## config.mk

```make
export PLATFORM = sky130hd
export DESIGN_NAME = col_shift_repair
export DESIGN_NICKNAME = d
export VERILOG_FILES = /design/src/rtl/col_shift_repair.sv
export SDC_FILE = /design/constraint.sdc
export NUM_CORES = 1
export LEC_CHECK = 0
export BUFFER_PORTS_ARGS = -buffer_cell sky130_fd_sc_hd__clkbuf_2
export CAP_MARGIN = 20
export CORE_MARGIN = 10
export CORE_UTILIZATION = 41
export CTS_CLUSTER_DIAMETER = 30
export CTS_CLUSTER_SIZE = 28
export DETAILED_ROUTE_END_ITERATION = 8
export PLACE_DENSITY = 0.95
export SLEW_MARGIN = 20
export SYNTH_ARGS = -nofsm -noshare
export SYNTH_HDL_FRONTEND = slang
export SYNTH_SLANG_ARGS = --single-unit
```

## constraint.sdc

```tcl
create_clock -name clk -period 3.4 [get_ports clk]
set_input_delay 0.68 -clock clk [delete_from_list [all_inputs] [get_ports clk]]
set_output_delay 0.68 -clock clk [all_outputs]
set_load 0.005 [all_outputs]
```

## src/rtl/col_shift_repair.sv

```systemverilog
module col_shift_repair #(
  parameter int NSEG  = 2,
  parameter int SEG_W = 16,
  localparam int IDX_W     = (SEG_W > 1) ? $clog2(SEG_W) : 1,
  localparam int SEG_IDX_W = (NSEG > 1) ? $clog2(NSEG) : 1,
  localparam int DATA_W    = NSEG * SEG_W,
  localparam int PHYS_W    = NSEG * (SEG_W + 1),
  localparam int ENT_W     = IDX_W + 1
) (
  input  logic                  clk,
  input  logic                  rst_n,
  input  logic                  cfg_we,
  input  logic [SEG_IDX_W-1:0]  cfg_seg,
  input  logic                  cfg_valid,
  input  logic [IDX_W-1:0]      cfg_idx,
  output logic [NSEG*ENT_W-1:0] cfg_rdata,
  output logic                  fault,
  input  logic [DATA_W-1:0]     wr_data,
  output logic [PHYS_W-1:0]     wr_phys,
  input  logic [PHYS_W-1:0]     rd_phys,
  output logic [DATA_W-1:0]     rd_data
);

  logic [NSEG-1:0] rep_v;
  logic [IDX_W-1:0] rep_i [NSEG];

  logic conflict;
  assign conflict = cfg_we && cfg_valid && rep_v[cfg_seg] && (rep_i[cfg_seg] != cfg_idx);

  always_ff @(posedge clk or negedge rst_n) begin
    if (!rst_n) begin
      rep_v <= '0;
      for (int s = 0; s < NSEG; s++) rep_i[s] <= '0;
      fault <= 1'b0;
    end else begin
      if (conflict) fault <= 1'b1;
      else if (cfg_we) begin
        rep_v[cfg_seg] <= cfg_valid;
        rep_i[cfg_seg] <= cfg_valid ? cfg_idx : '0;
      end
    end
  end

  for (genvar s = 0; s < NSEG; s++) begin : g_seg
    assign cfg_rdata[s*ENT_W +: ENT_W] = {rep_v[s], rep_i[s]};
    for (genvar c = 0; c <= SEG_W; c++) begin : g_wcol
      localparam int P = s*(SEG_W+1) + c;
      if (c == 0) begin : g_lo
        assign wr_phys[P] = (rep_v[s] && rep_i[s] == 0) ? 1'b0 : wr_data[s*SEG_W];
      end else if (c == SEG_W) begin : g_sp
        assign wr_phys[P] = rep_v[s] ? wr_data[s*SEG_W + SEG_W-1] : 1'b0;
      end else begin : g_mid
        assign wr_phys[P] = !rep_v[s] || (c < int'(rep_i[s])) ? wr_data[s*SEG_W + c] :
                            (c == int'(rep_i[s]))             ? 1'b0 :
                                                                wr_data[s*SEG_W + c - 1];
      end
    end
    for (genvar d = 0; d < SEG_W; d++) begin : g_rcol
      localparam int P = s*(SEG_W+1) + d;
      assign rd_data[s*SEG_W + d] = (rep_v[s] && d >= int'(rep_i[s])) ? rd_phys[P+1] : rd_phys[P];
    end


    failed_col_low_chk: assert property (@(posedge clk) disable iff (!rst_n)
      rep_v[s] |-> !wr_phys[s*(SEG_W+1) + int'(rep_i[s])]);

    spare_idle_chk: assert property (@(posedge clk) disable iff (!rst_n)
      !rep_v[s] |-> !wr_phys[s*(SEG_W+1) + SEG_W]);
  end


  fault_sticky_chk: assert property (@(posedge clk) disable iff (!rst_n)
    fault |=> fault);

  conflict_keeps_chk: assert property (@(posedge clk) disable iff (!rst_n)
    conflict |=> fault && $stable(cfg_rdata));

  idle_cfg_stable_chk: assert property (@(posedge clk) disable iff (!rst_n)
    !cfg_we |=> $stable(cfg_rdata));

  loopback_chk: assert property (@(posedge clk) disable iff (!rst_n)
    (rd_phys == wr_phys) |-> (rd_data == wr_data));

endmodule

```

Word-level counts from Yosys, hierarchy flattened
Cells that the tools add are included.
- bits in registers: 11
- bits of input ports: 75
- output and inout port bits: 77
- logic and storage cells: 277
- magnitude comparators: 62
- eq/ne operators: 31
- multiplexer cells: 108
- bitwise operators: 2
- reduce and logical (&&, ||, !) cells: 70
- operators by type and width (kind ; count):
    1-bit 2-to-1 mux ; 99
    4-bit equality test, first input constant ; 16
    4-bit >= comparator, first input constant ; 14
    4-bit less-than comparator, first input constant ; 14
    1-bit logical AND ; 37
    3-bit by 4-bit equality test with 1-bit output, first input constant ; 8
    3-bit by 4-bit >= comparator with 1-bit output, first input constant ; 8
    3-bit by 4-bit less-than comparator with 1-bit output, first input constant ; 8
    1-bit logical OR ; 28
    4-bit 2-to-1 mux ; 5
    2-bit by 4-bit equality test with 1-bit output, first input constant ; 4
    1-bit by 4-bit >= comparator with 1-bit output, first input constant ; 4
    2-bit by 4-bit >= comparator with 1-bit output, first input constant ; 4
    2-bit by 4-bit less-than comparator with 1-bit output, first input constant ; 4
    8-bit bitwise mux ; 1
    1-bit by 4-bit equality test with 1-bit output, first input constant ; 2
    4-bit logical NOT ; 2
    1-bit by 4-bit less-than comparator with 1-bit output, first input constant ; 2
    4-bit demux with 1-bit select ; 1
    4-bit inequality test ; 1
    2-bit bitwise mux ; 1
    2-bit >= comparator, second input constant ; 1
    1-bit logical NOT ; 2
    1-bit by 2-bit less-than comparator with 1-bit output, second input constant ; 1
    6 further kinds ; 6

Longest topological paths before layout
Gate-level depths: netlist of run 1.
- depth in word-level cells: 8
- mapped depth: 6
- depth with buffers taken out: 5

Least setup slack after synthesis of run 1
OpenSTA, ideal clock, no wires.
- path kind: register to output
- start: register rep_i (netlist bit cfg_rdata[8])
- end: output rd_data[17]
- data arrival time: 1401 ps
- data required time: 2720 ps
- setup slack: 1319 ps
- cell stages (with the launch flop): 6
- path buffers: 1
- path through: dfrtp_1 > buf_2 > inv_1 > nand2_1 > nor3_1 > mux2_2
- longest elaborated chain between the ends: 3
- RTL lines (item ; line ; text):
    start, declared ; 25 ; logic [IDX_W-1:0] rep_i [NSEG];
    start signal, assigned by index ; 39 ; rep_i[cfg_seg] <= cfg_valid ? cfg_idx : '0;
    1-bit by 4-bit >= comparator with 1-bit output ; 60 ; assign rd_data[s*SEG_W + d] = (rep_v[s] && d >= int'(rep_i[s])) ? rd_phys[P+1] : rd_phys[P];
    1-bit logical AND ; 60 ;
    1-bit 2-to-1 mux ; 60 ;
    end, declared ; 21 ; output logic [DATA_W-1:0] rd_data
No other way between the ends.

Worst setup path after layout of run 1
- start: register rep_v[0]
- end: output rd_data[1]
- longest elaborated chain between the ends: 2
- RTL lines (item ; line ; text):
    start, declared ; 24 ; logic [NSEG-1:0] rep_v;
    start signal, assigned by index ; 38 ; rep_v[cfg_seg] <= cfg_valid;
    1-bit logical AND ; 60 ;
    1-bit 2-to-1 mux ; 60 ;
No other way between the ends.

==> results by stage, run 1 <==
Critical path:
- The critical path launch point type is a flop.
- The critical path required time is 2.72 ns.
- The worst setup path is captured at an output port.
- The reg-to-reg critical path endpoint is cfg_rdata[1]$_DFFE_PN0P_.
- The number of cells on the worst reg-to-reg path is 5.
- The critical path starts at rep_v[0]$_DFFE_PN0P_.
- The largest fanout on the critical path is 22.
- STA puts the critical path data arrival time at 2.17 ns.
- The worst setup path is of the reg2out kind.
- The worst register-to-register path begins at cfg_rdata[7]$_DFFE_PN0P_.
- The end point of the critical path is rd_data[1].
- Across all register-to-register paths, the minimum setup slack is 1.45 ns.

STA:
- The share of the clock period used by the worst path after layout is 83.74%.
- The final worst-path setup slack is 0.5529 ns.
- The routed design could run at a clock period as short as 2.847 ns.
- Setup repair after global routing left no endpoint under its margin.
- Derived from the worst setup path, the maximum achievable clock frequency is 351.2 MHz.
- In this run the tightest slew margin relative to its limit is 55.99%.
- At the pin with the least slew margin, the transition time is 0.6601 ns.
- For the final routed database, the setup TNS stands at 0 ns.
- The hold violation total from the final report was 0.
- Setup violations remaining at the end of the flow were counted as 0.
- The worst clock skew on the final layout is 0.002251 ns.
- The count of pins over their slew limit came to 0.

Layout:
- Leaving out fill and tap cells, the most frequent cells in the layout are clkbuf_2, nand2_1, mux2_2.
- The diode insertion count for antenna repair is 0.
- The area of all placed cells without fillers is 2426 µm².
- The number of fill cells is 327.
- Relative to the synthesized area, the layout overhead comes to 48.36%.
- The fraction of layout instances using a drive strength above 1 is 52.50%.
- The library cell used most frequently in the layout, excluding fill and tap cells, is clkbuf_2.
- Excluding fillers, the count of instances in the completed layout stands at 408.
- After the last flow step, the layout net total stands at 436.

Global route:
- The overflow left after global routing is 0.
- The number of antenna violations at the first check in global routing is 0.
- For this run, the total global-route usage over all layers was measured as 19.08%.
- The global-route wire length before repair is 11.49 mm.
- The via count of the first global-routing pass is 2244.
- The largest net degree at the start of global routing is 23.

CTS:
- The later pin in the worst-skew pair is clocked with a latency of 0.24 ns.
- The CTS tree is done.
- The number of instances resized during post-cts repair is 0.
- Clock-pin slew was measured on the worst setup and hold paths at 0.05 ns.
- The number of buffers added by the clock tree synthesis step is 3.
- The root cell of the clock tree is clkbuf_8.
- The clock passes through at most 2 buffers.
- For this design, the sink count on the clock tree is 11.
- The depth of the CTS H-tree is 1.
- Buffers inserted to repair hold after CTS numbered 0.
- The number of setup buffers added after CTS is 0.

Floorplan:
- The total die area is 6915 µm².
- The starting density of the core is 43.36%.
- The number of placement rows is 22.
- The horizontal extent of the die is 83.16 µm.
- The number of primary I/O pins is 152.
- The floorplan core area is 3771 µm².
- From bottom edge to top edge, the die measures 83.16 µm.

Power:
- For this design the static power due to leakage is 0.001314 µW.
- IR analysis of the VDD net gives a maximum drop of 0.3565 mV.
- After layout, the design draws a total of 999.0 µW.
- The power density over the cells is 411.8 nW/µm².

Route:
- Dividing the detail-routed wire length by the instance count gives 17.43 µm.
- The aggregate routed wire length is 7.112 mm.
- The residual antenna-violating net count after detailed routing is 0.
- The post-detailed-route DRC marker count is 0.
- The count of routing violations after the opening detailed-route iteration is 125.
- Using the TritonRoute via totals, the vias-per-cell ratio works out to 5.564.
- The number of detailed-routing iterations run before antenna repair is 4.
- The routed layout has 2270 vias.

Synthesis:
- The count of flip-flops with a built-in enable after synthesis is 0.
- The gate count of the mapped netlist is 221.
- Counting flops with an async set or reset pin after synthesis yields a share of 100.0%.
- The area of the mapped netlist is 1635 µm².
- A synthesized cell averages 7.400 µm².
- Counting every net in the synthesized netlist gives 296.
- The number of warnings issued by yosys is 0.
- The dominant synthesized flop cell is dfrtp_1.
- The count of cell types in the netlist is 28.
- The proportion of netlist area held by the largest area contributor is 21.35%.
- Ranked by total cell area, the synthesized netlist is headed by mux2_2, dfrtp_1, nand2_1.
- Of all cell types, the one taking the most synthesized area is mux2_2.
- The portion of the post-synthesis area used by sequential elements is 16.83%.
- The flip-flop and latch count after synthesis is 11.

Placement:
- Routability-driven placement finished with a final weighted congestion of 0.9424.
- Input and output buffers added on the ports amount to 151.
- The placed instances occupy a cell area of 2381 µm².
- Detailed placement ended at an HPWL of 6.080 mm.
- Before CTS, the worst setup slack after placement is 0.8786 ns.
- The number of placed instances with taps included is 404.

Run status:
- The run finished with clean final reports.

Min path:
- The path class of the tightest hold or removal check is in2async.

Job:
- The tool flagged a number of max-cap violations equal to 0.
-- through the flow --
stage,utilization [%],hold WS (ns)
floorplan,-,0.3844
global placement,63.14,0.4502
detailed placement,63.14,0.4677
CTS,64.33,0.3146
global route,64.33,0.3221
finish,64.33,0.3115
-- per-layer routing --
layer	GRT usage (%)	share of wire (%)	up-vias
li1	-	-	1096
met1	21.44	38	1058
met2	35.20	54	103
met3	4.102	6.4	13
met4	4.615	1.8	0
met5	0	0	-
-- power by group --
group          switching (µW)  internal (µW)  total [µW]
Clock                    50.6           82.5         133
Combinational             306            306         612
Sequential               98.0            156         254
-- flip-flops by register name, indices dropped and copies added (netlist names) --
register,count
rep_v,2
fault,1
cfg_rdata,8
-- area by class of cell --
cell class	instances	area [µm²]	share of cell area (%)
clock buffers	4	45.04	1.857
multi-input cells	184	1252	51.62
inverters	10	37.54	1.547
flip-flops and latches	11	275.3	11.35
well taps	48	60.06	2.475
repair buffers	151	755.7	31.15
-- worst max-delay path, cell delays in order (launching register included) --
cell and delay, ns:
dfrtp_1 0.76, nand2b_1 0.23, nor3_1 0.43, mux2_2 0.39, clkbuf_2 0.11
-- cell usage after synthesis, drive strengths merged, types with 2 or more instances --
| master | instances |
|---|---|
| buf | 4 |
| o31ai | 2 |
| dfrtp | 11 |
| a32o | 11 |
| nand3b | 3 |
| nand4 | 5 |
| o21ai | 23 |
| clkbuf | 12 |
| and2 | 4 |
| nor2 | 5 |
| inv | 10 |
| xor2 | 4 |
| nand3 | 11 |
| mux2 | 31 |
| mux2i | 5 |
| nor3 | 3 |
| o211ai | 5 |
| nor2b | 2 |
| a22o | 10 |
| nand2 | 52 |
| nand2b | 3 |
| a31o | 2 |
-- logic make-up (layout without fill, tap and decap cells) --
| family | after synthesis | in the layout | share of synthesized area (%) |
|---|---|---|---|
| compound gates | 55 | 55 | 24.79 |
| buf+inv | 26 | 165 | 6.580 |
| flops | 11 | 11 | 16.83 |
| mux | 36 | 36 | 24.41 |
| xor+xnor | 4 | 4 | 2.142 |
| simple gates | 89 | 89 | 25.25 |
-- worst min-delay path by stage --
stage / start / endpoint / slack, ns / depth (start not counted)
2_1_floorplan: rst_n / cfg_rdata[0]$_DFFE_PN0P_ / 0.38 / 0
3_3_place_gp: fault$_DFFE_PN0P_ / fault$_DFFE_PN0P_ / 0.45 / 1
3_5_place_dp: fault$_DFFE_PN0P_ / fault$_DFFE_PN0P_ / 0.47 / 1
4_1_cts: rst_n / cfg_rdata[5]$_DFFE_PN0P_ / 0.31 / 1
5_1_grt: rst_n / cfg_rdata[5]$_DFFE_PN0P_ / 0.32 / 1
6_report: rst_n / cfg_rdata[5]$_DFFE_PN0P_ / 0.31 / 1
(Power assumes the default switching activity.)
==> run 2, diff against run 1 <==
- CORE_UTILIZATION: 41 -> 38
- PLACE_DENSITY: 0.95 -> 0.92
- clock period: 3.4 -> 2.8 ns (I/O delays scaled with it)
==> results by stage, run 2 (synthesized netlist as in run 1, its figures left out) <==
Placement:
- The worst slack at placement is 0.5814 ns.
- The count of buffers added on input and output ports is 151.
- After detailed placement, the total cell area comes to 2406 µm².
- The number of placed instances with taps included is 409.
- The detailed placement HPWL is 6.363 mm.
- The routability congestion estimate from global placement is 1.003.

Layout:
- Of the cells placed in the final design, the portion with a size suffix greater than 1 is 52.89%.
- The number of nets in the final layout is 439.
- Once layout is done, the placed cells without fillers occupy 2451 µm².
- The non-filler instance count after layout is 413.
- Counting the fill cells in the layout gives 388.
- Leaving out fill and tap cells, the most frequent cell in the layout is clkbuf_2.
- The repair_antennas step left the layout with diodes totalling 0.
- The register with the most flip-flops in the layout has 8 of them.
- Relative to the synthesized area, the layout overhead comes to 49.89%.
- The top cell types in the final layout, fill and taps aside, are clkbuf_2, nand2_1, mux2_2.

Power:
- The static leakage power is 0.001329 µW.
- The portion of total power attributed to sequential cells is 22.5%.
- The power density over the cells is 501.7 nW/µm².
- The part of the power in the clock network is 13.1%.
- The cell-internal power is 673.1 µW.
- The net load switching power is 556.7 µW.
- The portion of total power attributed to combinational logic is 64.4%.
- IR analysis of the VDD net gives a maximum drop of 0.2679 mV.
- Net switching is 45.27% of the power.

Route:
- For this run, design rule violations remaining after detail routing come to 0.
- For this block, the via count after detailed routing is 2271.
- The final layout contains routed wiring with a total length of 7.360 mm.
- The first TritonRoute pass finished after 4 iterations.
- The residual antenna-violating net count after detailed routing is 0.
- The count of routing violations after the opening detailed-route iteration is 141.
- The final routed wire length divided by cell count is 17.82 µm.
- After detailed routing, the number of vias per cell comes to 5.499.

Floorplan:
- The die is 85.60 µm tall.
- The starting density of the core is 40.02%.
- The number of primary I/O pins is 152.
- In this run the horizontal extent of the chip is 85.60 µm.
- The number of placement rows is 23.
- The total die area is 7327 µm².
- The floorplan core area is 4086 µm².

Critical path:
- The arrival time of the worst setup path is 1.95 ns.
- The critical path launch point type is a flop.
- Data on the critical path is required at its endpoint by 2.24 ns.
- The number of buffers and inverters on the critical path is 1.
- Among all stages on the critical path, the largest delay is contributed by dfrtp_1.
- The delay contributed by the slowest stage of the critical path is 0.48 ns.
- The largest fanout on the critical path is 11.
- Counting cells, the worst reg-to-reg path comes to 5.
- In this run the number of cells on the critical path is 4.
- Traced cell by cell, the critical path runs through nand2b_1 -> nor3_1 -> mux2_2 -> clkbuf_2.
- STA classifies the critical path endpoint as an output port.
- Broken down by cell family, the worst path's largest delay share belongs to simple AND/OR/NAND/NOR gates.
- The critical setup path kind is reg2out.

STA:
- Clock skew on the completed layout was measured at 0.003315 ns.
- The sum of negative setup slack is 0 ns.
- The worst path uses 89.75% of the clock period.
- The final setup violation count is 0.
- Setup repair after global routing left no endpoint under its margin.
- The maximum frequency from static timing analysis is 397.9 MHz.
- For the finished layout, the period the worst path requires is 2.513 ns.
- For the pin with the worst max-slew slack, the measured transition is 0.5461 ns.
- The count of pins over their slew limit is 0.
- The worst path meets setup with 0.2869 ns of slack.
- The hold violation total from the final report is 0.
- The tightest slew margin relative to the limit is 63.32%.

CTS:
- The number of buffers added by the clock tree synthesis step is 3.
- Hold repair after CTS inserted 0 buffers.
- For this design, the sink count on the clock tree is 11.
- The root cell of the clock tree is clkbuf_8.
- The buffer depth of the longest clock path is 2.
- CTS built an H-tree with a depth of 1.
- TritonCTS built the clock tree.
- Post-CTS timing repair inserted 0 buffers for setup.
- Clock-pin slew was measured on the worst setup and hold paths at 0.05 ns.
- Post-CTS repair changed the size of 0 cells.
- At the later pin of the worst-skew pair, clock insertion delay measures 0.24 ns.

Global route:
- The overflow left after global routing is 0.
- The number of antenna violations at the first check in global routing came to 0.
- Across every metal layer, demand over resource in global routing totals 18.89%.
- The via count of the first global-routing pass is 2302.
- The first global-routing pass estimated 11.72 mm of wire.
- The largest net degree at the start of global routing is 18.

Job:
- The number of max-capacitance violations reported is 0.

Run status:
- The run finished with clean final reports.

Min path:
- The min-delay analysis places its worst path in the category in2async.
run 2: cell types whose count changed in the layout (fill, tap and decap cells not counted):
| cell | previous run | this run |
|---|---|---|
| buf_4 | 0 | 3 |
run 2: power by group through the flow:
stage	Clock, µW	Combinational (µW)	Sequential (µW)
floorplan	0	488	224
global placement	0	777	273
detailed placement	0	795	278
CTS	164	800	275
global route	173	883	289
finish	161	792	276
run 2: path summary, 6_finish.rpt:
kind,startpoint,endpoint,slack [ns]
hold / removal,rst_n,fault$_DFFE_PN0P_,0.19
setup / recovery,cfg_rdata[3]$_DFFE_PN0P_,rd_data[1],0.29
hold reg to reg,fault$_DFFE_PN0P_,fault$_DFFE_PN0P_,0.47
setup reg to reg,cfg_rdata[1]$_DFFE_PN0P_,cfg_rdata[1]$_DFFE_PN0P_,0.90
min in group clk,fault$_DFFE_PN0P_,fault$_DFFE_PN0P_,0.47
max in group asynchronous,rst_n,cfg_rdata[8]$_DFFE_PN0P_,2.39
run 2: metrics by stage:
stage                     utilization, %  hold slack [ns]  total power, µW
after floorplan                        -           0.2644            712.4
after global placement             58.88           0.4504             1050
after detailed placement           58.88           0.4558             1072
after CTS                          59.98           0.1980             1240
after global routing               59.98           0.2000             1346
final                              59.98           0.1858             1230
run 2: metal layers:
layer	GRT usage (%)	share of wire, %	vias to the layer above
met5	0	0	-
met4	4.790	1.5	0
met3	5.771	7.4	11
met2	35.69	54	85
met1	19.59	37	1072
li1	-	-	1103
run 2: final cells by class:
cell class	count	area (µm²)	share of cell area (%)
multi-input cells	184	1252	51.10
repair buffers	154	778.2	31.75
flip-flops and latches	11	275.3	11.23
well taps	50	62.56	2.552
clock buffers	4	45.04	1.838
inverters	10	37.54	1.531
